**config.mk**
```make
export PLATFORM = sky130hd
export DESIGN_NAME = q15_pair_mul
export DESIGN_NICKNAME = d
export VERILOG_FILES = /design/src/rtl/q15_pkg.sv /design/src/rtl/q15_lane_mul.sv /design/src/rtl/q15_out_reg.sv /design/src/rtl/q15_pair_mul.sv
export SDC_FILE = /design/constraint.sdc
export NUM_CORES = 1
export LEC_CHECK = 0
export BUFFER_PORTS_ARGS = -buffer_cell sky130_fd_sc_hd__buf_2
export CORE_ASPECT_RATIO = 0.5
export CORE_MARGIN = 1
export CORE_UTILIZATION = 40
export DETAILED_ROUTE_END_ITERATION = 16
export PLACE_DENSITY = 0.53
export SLEW_MARGIN = 20
export SYNTH_ARGS = -nofsm -noshare
export SYNTH_HDL_FRONTEND = slang
export SYNTH_SLANG_ARGS = --single-unit
```
**constraint.sdc**
```tcl
create_clock -name clk_i -period 0.8 [get_ports clk_i]
set_input_delay 0 -clock clk_i [delete_from_list [all_inputs] [get_ports clk_i]]
set_output_delay 0 -clock clk_i [all_outputs]
set_load 0.03 [all_outputs]
```
**src/rtl/q15_pkg.sv**
```systemverilog
package q15_pkg;
  parameter int LANE_W    = 16;
  parameter int NUM_LANES = 2;
  localparam int DATA_W   = LANE_W * NUM_LANES;

  typedef logic [LANE_W-1:0] lane_t;
endpackage

```
**src/rtl/q15_lane_mul.sv**
```systemverilog
module q15_lane_mul #(
  parameter int W = 16
) (
  input  logic [W-1:0] a_i,
  input  logic [W-1:0] b_i,
  input  logic         round_en_i,
  input  logic         sat_en_i,
  output logic [W-1:0] res_o,
  output logic         ovf_o
);
  localparam int          PW    = 2 * W;
  localparam logic [W-1:0] MIN_V = {1'b1, {(W-1){1'b0}}};
  localparam logic [W-1:0] MAX_V = ~MIN_V;
  localparam logic [PW-1:0] RND  = PW'(1) << (W - 1);

  logic signed [PW-1:0] prod;
  logic [PW-1:0]        scaled;
  logic [PW-1:0]        rounded;
  logic                 both_min;

  always_comb begin
    prod     = PW'($signed(a_i)) * PW'($signed(b_i));
    scaled   = {prod[PW-2:0], 1'b0};        // Q(2W-2) -> Q(2W-1)
    rounded  = scaled + (round_en_i ? RND : '0);
    both_min = (a_i == MIN_V) && (b_i == MIN_V);
    res_o    = (sat_en_i && both_min) ? MAX_V : rounded[PW-1:W];
    ovf_o    = both_min;
  end
endmodule

```
**src/rtl/q15_out_reg.sv**
```systemverilog
module q15_out_reg #(
  parameter int DW = 32
) (
  input  logic          clk_i,
  input  logic          rst_ni,
  input  logic          load_i,
  input  logic [DW-1:0] data_i,
  input  logic          flag_i,
  output logic          valid_o,
  output logic [DW-1:0] data_o,
  output logic          flag_o
);
  always_ff @(posedge clk_i or negedge rst_ni) begin
    if (!rst_ni) begin
      valid_o <= 1'b0;
      data_o  <= '0;
      flag_o  <= 1'b0;
    end else begin
      valid_o <= load_i;
      flag_o  <= load_i & flag_i;
      if (load_i) data_o <= data_i;
    end
  end
endmodule

```
**src/rtl/q15_pair_mul.sv**
```systemverilog
module q15_pair_mul
  import q15_pkg::*;
#(
  parameter int LW = q15_pkg::LANE_W,
  parameter int NL = q15_pkg::NUM_LANES
) (
  input  logic           clk_i,
  input  logic           rst_ni,
  input  logic           valid_i,
  input  logic           round_en_i,
  input  logic           sat_en_i,
  input  logic [31:0]    src_a_i,
  input  logic [31:0]    src_b_i,
  output logic           valid_o,
  output logic [31:0]    result_o,
  output logic           ovf_o
);
  localparam int DW = LW * NL;
  localparam logic [LW-1:0] MIN_V = {1'b1, {(LW-1){1'b0}}};
  localparam logic [LW-1:0] MAX_V = ~MIN_V;

  logic [DW-1:0] lane_res;
  logic [NL-1:0] lane_ovf;

  for (genvar g = 0; g < NL; g++) begin : g_lane
    q15_lane_mul #(.W(LW)) u_lane (
      .a_i       (src_a_i[g*LW +: LW]),
      .b_i       (src_b_i[g*LW +: LW]),
      .round_en_i(round_en_i),
      .sat_en_i  (sat_en_i),
      .res_o     (lane_res[g*LW +: LW]),
      .ovf_o     (lane_ovf[g])
    );


    sat_clamp_chk: assert property (@(posedge clk_i) disable iff (!rst_ni)
      (valid_i && sat_en_i && src_a_i[g*LW +: LW] == MIN_V && src_b_i[g*LW +: LW] == MIN_V)
      |=> result_o[g*LW +: LW] == MAX_V);


    wrap_min_chk: assert property (@(posedge clk_i) disable iff (!rst_ni)
      (valid_i && !sat_en_i && src_a_i[g*LW +: LW] == MIN_V && src_b_i[g*LW +: LW] == MIN_V)
      |=> result_o[g*LW +: LW] == MIN_V);


    lane_ovf_chk: assert property (@(posedge clk_i) disable iff (!rst_ni)
      (valid_i && src_a_i[g*LW +: LW] == MIN_V && src_b_i[g*LW +: LW] == MIN_V)
      |=> ovf_o);
  end

  q15_out_reg #(.DW(DW)) u_out (
    .clk_i  (clk_i),
    .rst_ni (rst_ni),
    .load_i (valid_i),
    .data_i (lane_res),
    .flag_i (|lane_ovf),
    .valid_o(valid_o),
    .data_o (result_o),
    .flag_o (ovf_o)
  );


  strobe_latency_chk: assert property (@(posedge clk_i) disable iff (!rst_ni)
    valid_i |=> valid_o);


  strobe_idle_chk: assert property (@(posedge clk_i) disable iff (!rst_ni)
    !valid_i |=> !valid_o);


  ovf_qualified_chk: assert property (@(posedge clk_i) disable iff (!rst_ni)
    ovf_o |-> valid_o);


  hold_result_chk: assert property (@(posedge clk_i) disable iff (!rst_ni)
    !valid_i |=> $stable(result_o));
endmodule

```
== Word level (Yosys, flattened, before mapping) ==
Cells that the tools add are included.
Widths: inputs -> output; s select.
Operators by class
  $add $sub $neg: 2
  bitwise gates (word level): 1
  multipliers: 2
  muxes and demuxes: 3
  reductions and logical operators: 5
  eq/ne operators: 4
Operators by type and width (count)
  $add 32x32->32: 2
  $eq 16x16->1 const B: 4
  $mul 16x16->31: 2
  $mux 16: 3
  $logic_and 1x1->1: 4
  $reduce_or 2->1: 1
  $and 1x1->1: 1
Word-level totals
  output and inout bits: 34
  input port bits: 69
  register bits: 34
  word-level logic and storage cells: 20

== Depth between registers and ports, before layout ==
  depth after elaboration: 4
  depth in mapped cells: 28
  mapped depth without buffers: 25

== Cells and area by module ==
Synthesis repeated with hierarchy kept, for this count alone.
Unflattened totals
  cell total of the unflattened synthesis: 2436
  area total of the unflattened synthesis: 22122.5 um^2
Modules (own cells, without submodules)
  q15_lane_mul (g_lane[1].u_lane): area each 10366.2 um^2, cells each 1181, seq. area each 0.0 um^2, times used 1
  q15_lane_mul (g_lane[0].u_lane): area each 10352.4 um^2, cells each 1183, seq. area each 0.0 um^2, times used 1
  q15_out_reg: area each 1397.6 um^2, cells each 71, seq. area each 850.8 um^2, times used 1
  q15_pair_mul: area each 6.3 um^2, cells each 1, seq. area each 0.0 um^2, times used 1

== Least setup slack after synthesis ==
No wires, ideal clock.
  kind: input to register
  start point: input src_b_i[23]
  end point: register u_out.data_o[31]
  setup time: 0.122 ns
  buffers on the path: 3
  slack: -6.069 ns
  data arrival time: 6.747 ns
  stages: 28
  path through: clkbuf_1 > clkbuf_1 > nand2_1 > fa_1 > inv_1 > fa_1 > inv_1 > fa_1 > inv_1 > fa_1 > fa_1 > inv_1 > fa_1 > inv_1 > ha_1 > buf_2 > a21oi_1 > nand2_1 > a211o_1 > a32oi_1 > xnor2_1 > ha_1 > nand2b_1 > mux2i_1 > and3_1 > or4b_1 > or4_1 > a32o_1
Between the ends
  word-level cells in the longest chain between the ends: 4
  elaborated cells on any way between the ends: 6
  those cells by class: 1 x add/sub; 1 x mul; 1 x eq/ne; 1 x mux; 2 x reduce/logical
Ends and longest elaborated chain
  start: declaration: line q15_pair_mul.sv:13  | input logic [31:0] src_b_i,
  branches (longest 3 deep; another with $add 32x32->32)
  $mux 16 (*): line q15_lane_mul.sv:26  | res_o = (sat_en_i && both_min) ? MAX_V : rounded[PW-1:W];
  end signal: assignment: line q15_out_reg.sv:21  | if (load_i) data_o <= data_i;
  end: declaration: line q15_out_reg.sv:10  | output logic [DW-1:0] data_o,
Every way passes the cells marked *.
A chain may end at the register's enable or synchronous reset.

== Worst setup path after layout ==
  start point: input src_a_i[24]
  end point: register u_out.data_o[31]
Between the ends
  word-level cells in the longest chain between the ends: 4
  elaborated cells on any way between the ends: 6
  those cells by class: 1 x add/sub; 1 x mul; 1 x eq/ne; 1 x mux; 2 x reduce/logical
Ends and longest elaborated chain
  start: declaration: line q15_pair_mul.sv:12  | input logic [31:0] src_a_i,
  branches (longest 3 deep; another with $add 32x32->32)
  $mux 16 (*): line q15_lane_mul.sv:26
Marks and branches as above.

==> metrics.csv <==
stage;metric;value;unit
yosys;ys_seq_area_frac;0.03953;
yosys;ys_async_sr_fraction;1.000;
yosys;syn_area_per_cell;8.891;um^2
routing;dr.pass1.iters;5;
grt;grt_pass1_wl;99160;um
routing;drc;0;
floorplan;dieArea;54800;um^2
placement;pre_cts_ws;-6.016;ns
flow_run;drv_cap;0;
sta;hold_violations;0;
critical_path;critPathCaptureType;flip-flop;
floorplan;initial_core_util;0.4095;
sta;timing.slew.headroom;0.6233;
yosys;yosysUniqueCellTypes;78;
sta;finalSetupTns;-154.70;ns
sta;max_freq;0.1611;GHz
sta;slew_viol_final;0;
clock_network;cts.sinks;34;
clock_network;cts_tree;done;
floorplan;ioPinCount;103;
critical_path;required;0.97;ns
yosys;netlist_area;21530;um^2
sta;min_period_over_period;7.758;
critical_path;crit_family;adder cells;
sta;final.setup.worst_slack;-5.407;ns
critical_path;start_kind;input pin;
grt;grt_overflow;0;
layout;seq_area;850.8;um^2
critical_path;criticalPathCategory;in -> reg;
yosys;yosys_warnings;0;
layout;drive_above_1_share;0.3180;
layout;nets;3665;
layout;final_cell_mix;inv_1, fa_1, buf_4, nand2_1, and2_1;
sta;worstMarginPinSlew;0.5508;ns
status;status;finished, violations left;
yosys;synth_ff_type;dfrtp_1;
status;violations;negative setup slack;
floorplan;core_area;52560;um^2
floorplan;fp.dieH;166.0;um
clock_network;path_clk_slew;0.06;ns
layout;multiInputGateArea;20070;um^2
routing;antenna_left;0;
grt;grt_start_max_net_pins;35;
routing;wirelength;57320;um
sta;finalSetupViolCount;64;
routing;via_per_inst;4.864;
critical_path;arrival;6.37;ns
yosys;synth_edf_count;0;
layout;diodes;0;
routing;vias;17666;
yosys;postSynthCellCount;2421;
clock_network;cts-buffers-inserted;5;
grt;grt.total_usage;0.2212;
layout;area_delta_synth_final;35.60;%
clock_network;clk_latency;0.27;ns
routing;routedWlPerCell;15.78;um
critical_path;cpMaxStageDelayCell;fa_1;
yosys;synth.net_count;3156;
floorplan;die_w;330.1;um
sta;period_needed;6.207;ns
sta;clock_skew;0;ns
sta;holdWs;0.1311;ns
routing;drtIter0Drc;728;
placement;globalplace.congestion;0.8972;
yosys;ys_ff_latch;34;
layout;final_area;29190;um^2
sta;rsz0062_at_grt;true;
critical_path;path_common_cell;fa_1;
grt;grt_pass1_vias;19800;
placement;io_buffers;102;
placement;dp_hpwl;49950;um
layout;layout_commonest_cell;inv_1;
critical_path;crit_buf_inv;6;
placement;post_dp_cell_area;26400;um^2
grt;antenna_found_initial;0;
critical_path;slowest_delay;0.53;ns
clock_network;cts_buffer_depth;2;
clock_network;cts-root-buf;clkbuf_16;
hold_path;hold_path_class;in -> reg;
layout;fillers;4829;
critical_path;crit_fanout;6;
floorplan;fp-row-count;59;
clock_network;h-tree-depth;2;
[flip-flops by register name, indices dropped and copies added (netlist names)]
name,cells
u_out.valid_o,1
u_out.data_o,32
u_out.flag_o,1
[worst reg2reg max path, cell delays in order, from the launching register on]
cell	delay, ns
dfrtp_1	0.39
buf_4	0.14
nor2_1	0.11
a211oi_2	0.05
[layout make-up]
type,instances,share of cell area
Timing Repair Buffer,595,0.1731
Tap cell,701,0.03005
Clock buffer,5,0.004287
Inverter,568,0.07330
Clock inverter,3,0.002358
Sequential cell,34,0.02915
Multi-Input combinational cell,1726,0.6878
[metrics by stage]
step,utilization,instances
after floorplan,-,2421
after global placement,0.5022,3563
after detailed placement,0.5022,3563
after CTS,0.5449,3619
after global routing,0.5553,3632
final,0.5553,3632
[cells by family (layout without fill, tap and decap cells)]
group | count (synthesis) | after routing | share of synthesized area
compound gates | 220 | 220 | 0.06894
mux | 3 | 3 | 0.001395
buf+inv | 661 | 1171 | 0.1160
xor+xnor | 57 | 57 | 0.02319
flops | 34 | 34 | 0.03953
simple gates | 780 | 780 | 0.1859
fa+ha+maj | 666 | 666 | 0.5650
[what timing repair did]
action / in CTS / in global routing
gates resized for setup: 400 / 115
hold buffers: 2 / 0
endpoints found under the hold margin: 35 / 0
pin swaps: 201 / 115
endpoints found under the setup margin: 67 / 67
gates cloned: 0 / 0
buffers inserted: 66 / 24
[synthesized netlist by cell type (22+ instances only)]
cell type / number / area share
inv_1: 567 / 0.099
nand2_1: 283 / 0.049
nor3_1: 22 / 0.0051
xnor2_1: 46 / 0.019
dfrtp_1: 34 / 0.040
nor2_1: 82 / 0.014
o21ai_0: 31 / 0.0072
fa_1: 510 / 0.47
and2_1: 247 / 0.072
a21oi_1: 66 / 0.015
clkbuf_1: 85 / 0.015
ha_1: 156 / 0.091
[metal layers]
metal  global-route usage  wire length [um]
met5                    0                 0
met4              0.02404               648
met3             0.008122              1369
met1               0.3057             26190
met2               0.3973             29110
[worst paths after layout]
path                               endpoint  depth (start not counted)  slack [ns]        startpoint
min in group asynchronous   u_out.data_o[2]                          3        0.22            rst_ni
hold / removal                 u_out.flag_o                          4        0.13           valid_i
setup reg to reg           u_out.data_o[29]                          3       -0.01  u_out.data_o[29]
max in group asynchronous  u_out.data_o[13]                          3        0.40            rst_ni
setup / recovery           u_out.data_o[31]                         25       -5.41       src_a_i[24]
hold reg to reg             u_out.data_o[1]                          1        0.52   u_out.data_o[1]
Power is not shown: default switching activity piles up to over one toggle a cycle in this logic, so the estimate is an artifact.
